**config.mk**
```make
export PLATFORM = sky130hd
export DESIGN_NAME = tgc_result_calc
export DESIGN_NICKNAME = d
export VERILOG_FILES = /design/src/rtl/tgc_result_calc.sv
export SDC_FILE = /design/constraint.sdc
export NUM_CORES = 1
export LEC_CHECK = 0
export CAP_MARGIN = 10
export CORE_MARGIN = 2
export CORE_UTILIZATION = 55
export DETAILED_ROUTE_END_ITERATION = 6
export DONT_BUFFER_PORTS = 1
export PLACE_DENSITY_LB_ADDON = 0.05
export SYNTH_ARGS = -nofsm -noshare
export SYNTH_HDL_FRONTEND = slang
export SYNTH_SLANG_ARGS = --single-unit
```
**constraint.sdc**
```tcl
create_clock -name vclk -period 3.2
set_input_delay 0.64 -clock vclk [all_inputs]
set_output_delay 0.64 -clock vclk [all_outputs]
set_load 0.03 [all_outputs]
```
**src/rtl/tgc_result_calc.sv**
```systemverilog
module tgc_result_calc #(
    parameter int ADDR_W    = 16,
    parameter int SIZE_W    = 6,
    parameter int GRAN_LOG2 = 4,
    parameter int CNT_W     = 3
) (
    input  logic                        reverse,
    input  logic                        pass,
    input  logic [CNT_W-1:0]            n,
    input  logic [ADDR_W-1:0]           addr,
    input  logic [ADDR_W-1:0]           end_addr,
    input  logic [ADDR_W-GRAN_LOG2-1:0] first_g,
    input  logic [ADDR_W-GRAN_LOG2-1:0] last_g,
    input  logic [SIZE_W-1:0]           sizem1,
    output logic [ADDR_W-1:0]           fault_addr,
    output logic [SIZE_W:0]             accessible
);
    localparam int GIDX_W = ADDR_W - GRAN_LOG2;
    localparam int ACC_W  = SIZE_W + 1;

    logic [GIDX_W-1:0] fail_g;
    logic [ACC_W-1:0]  n_bytes;

    always_comb begin
        n_bytes = ACC_W'(n) << GRAN_LOG2;
        fail_g  = reverse ? (last_g - GIDX_W'(n)) : (first_g + GIDX_W'(n));
        if (pass) begin
            fault_addr = '0;
            accessible = ACC_W'(sizem1) + ACC_W'(1);
        end else if (n == '0) begin
            fault_addr = reverse ? end_addr : addr;
            accessible = '0;
        end else if (reverse) begin
            fault_addr = {fail_g, {GRAN_LOG2{1'b1}}};
            accessible = n_bytes - (ACC_W'(1) << GRAN_LOG2)
                       + ACC_W'(end_addr[GRAN_LOG2-1:0]) + ACC_W'(1);
        end else begin
            fault_addr = {fail_g, {GRAN_LOG2{1'b0}}};
            accessible = n_bytes - ACC_W'(addr[GRAN_LOG2-1:0]);
        end
    end

endmodule

```
==> impl_results.md <==
- Cells taking the most area after synthesis: xnor2_1, ha_1, a21oi_1, mux4_2, xor2_1
- CP Capture Type: output pin
- Initial Util: 0.588
- Antenna violations before repair: 0
- Vias in the first global route: between 1k and 1.5k
- Pwr dens: around 160 nW/µm²
- CP max stage delay: 0.46 ns
- Pint: between 0.1 and 0.15 mW
- Die area: 2820 µm²
- Seq cells: 0
- Startpoint type of the worst setup path: input pin
- Flop pwr share: 0
- Largest net degree at the start of global routing: 38
- Row count: 17
- Syn Area/Cell: 7.05 µm²
- Critical path buffer and inverter count: 2
- Core Region: around 2300 µm²
- CP dominant cell by count: inv_2
- Most common cell after layout, fill and taps aside: buf_4
- 1st-iter DRT viols: 34
- CP Max Fanout: 4
- Net Sw Power: ~0.13 mW
- YS warnings: 0
- Cell family with most CP delay: adder cells
- Cell taking the most area after synthesis: xnor2_1
- Grt ovf: 0
- Post-Syn Nets: between 200 and 300
- Gate power share: 1.000
- Arrival @ worst endpoint: 2.50 ns
- Fin crit share: 0.983
- Critical path class: input pin to output pin
- Hold-critical path endpoint: fault_addr[13]
- Slack of the critical path: 0.0552 ns
- Pre-CTS setup slack: -0.133 ns
- Worst hold path startpoint: pass
- DR DRC count: 0
- Port buffer count: 0
- Tightest Hold Check Type: input pin to output pin
- Die width: 53.1 µm
- Area growth from synthesis to final layout: 15.3%
- Max IR drop VDD: about 0.00012 V
- Clock Buffer Count: 0
- Yosys top cell area share: 0.0925
- Hold Path Depth: 1
- Part of the power in the clock network: 0
- CP max-delay cell: mux4_2
- FILL cells: 234
- Slew at the pin with the worst max-slew slack: around 0.95 ns
- Top Ports: 90
- Synth Instances: about 190
- Sw frac: 0.550
- Routed Antenna Nets: 0
- Final setup viols: 0
- Height of the die: ~53 µm
- Routability-driven placement congestion ratio: 0.810
- Vias/cell: 6.50
- Fmax: roughly 0.32 GHz
- Post-synth cell types: 48
- Slew headroom: 0.362
- Minimum clock period: approximately 3.1 ns
- Synthesized area: approximately 1300 µm²
- Final core utilization: 0.678
- WL per Instance: 16.9 µm
- Final std cell area, no fill: around 1500 µm²
- Hpwl dp: approximately 3100 µm
- Register area: 0 µm²
- ANT cells: 0
- Fin Hold WS: ~1.4 ns
- First-pass GRT wire length: 5870 µm
- Area post-placement: 1480 µm²
- Final Max Tran Viols: 0
- Final WL: just under 4000 µm
- CP startpoint: last_g[0]
- Leak: 0.620 nW
- Layout cells sized above 1: 0.199
- Critical-path cell list: inv_2, ha_4, inv_2, fa_2, a211oi_4, nand3b_1, xnor2_1, mux4_2, and2_4
- Final net count: 281
- 1st-pass router iterations: 7
- Status: finished, final reports clean
- GRT Util Overall: 0.268
- Final Hold Vio Count: 0
- Most frequent cells in the layout: buf_4, a21oi_1, o21ai_0, xnor2_1, nand2_1
- Multi-input gate area: 1290 µm²
- Register area share after synthesis: 0
- DR vias: roughly 1.5k
- Worst EP required: 2.56 ns
- Max cap viols: 0
- Pwr Total: 0.244 mW
-- cell type report --
cell class	count	share of cell area
inverters	9	0.0221
well taps	28	0.0229
repair buffers	22	0.108
multi-input cells	170	0.847
-- Yosys cell counts (5+ instances only) --
library cell  number
a211oi_1           5
a21oi_1           19
and2_1             6
clkbuf_1           7
ha_1               9
inv_1              9
mux2i_1            8
nand2_1           14
nand3_1            7
nor2_1            13
nor3_1             8
o21ai_0           14
xnor2_1           14
xor2_1            10
-- worst max path at each step --
| stage | to | cells past startpoint |
|---|---|---|
| 2_1_floorplan | fault_addr[12] | 9 |
| 3_3_place_gp | fault_addr[12] | 9 |
| 3_5_place_dp | fault_addr[12] | 9 |
| 4_1_cts | fault_addr[12] | 9 |
| 5_1_grt | fault_addr[12] | 9 |
| 6_report | fault_addr[12] | 9 |
-- what timing repair did --
item	4_1_cts	5_1_grt
pin swaps	2	4
buffers inserted	0	2
resized for setup	4	7
hold buffers	0	0
setup endpoints to repair	3	5
-- power groups by stage --
stage	sequential [mW]	combinational (mW)	clock, mW
final	0	0.244	0
after global routing	0	0.265	0
after CTS	0	0.238	0
after detailed placement	0	0.234	0
after global placement	0	0.230	0
after floorplan	0	0.191	0
-- metal layers --
| metal | vias up | track usage | wire length [µm] |
|---|---|---|---|
| li1 | 721 | - | - |
| met2 | 76 | 0.519 | 1980 |
| met4 | 0 | 0.0128 | 14 |
| met5 | - | 0 | 0 |
| met1 | 687 | 0.326 | 1540 |
| met3 | 4 | 0.0311 | 342 |
-- cells by family after synthesis --
family                     count (synthesis)  share of synthesized area
and+or+nand+nor                           66                      0.263
AOI/OAI and AO/OA                         56                      0.273
xor gates and xnor gates                  24                      0.159
buffers and inverters                     18                     0.0538
muxes                                     13                      0.137
adders and majority gates                 11                      0.115
-- metrics by stage --
stage / std cells / TNS, ns
floorplan: 188 / 0
detailed placement: 227 / -0.231
CTS: 227 / 0
global placement: 227 / -0.159
global route: 229 / -0.00277
finish: 229 / 0
Note: power is estimated with default switching activity, not from simulation.
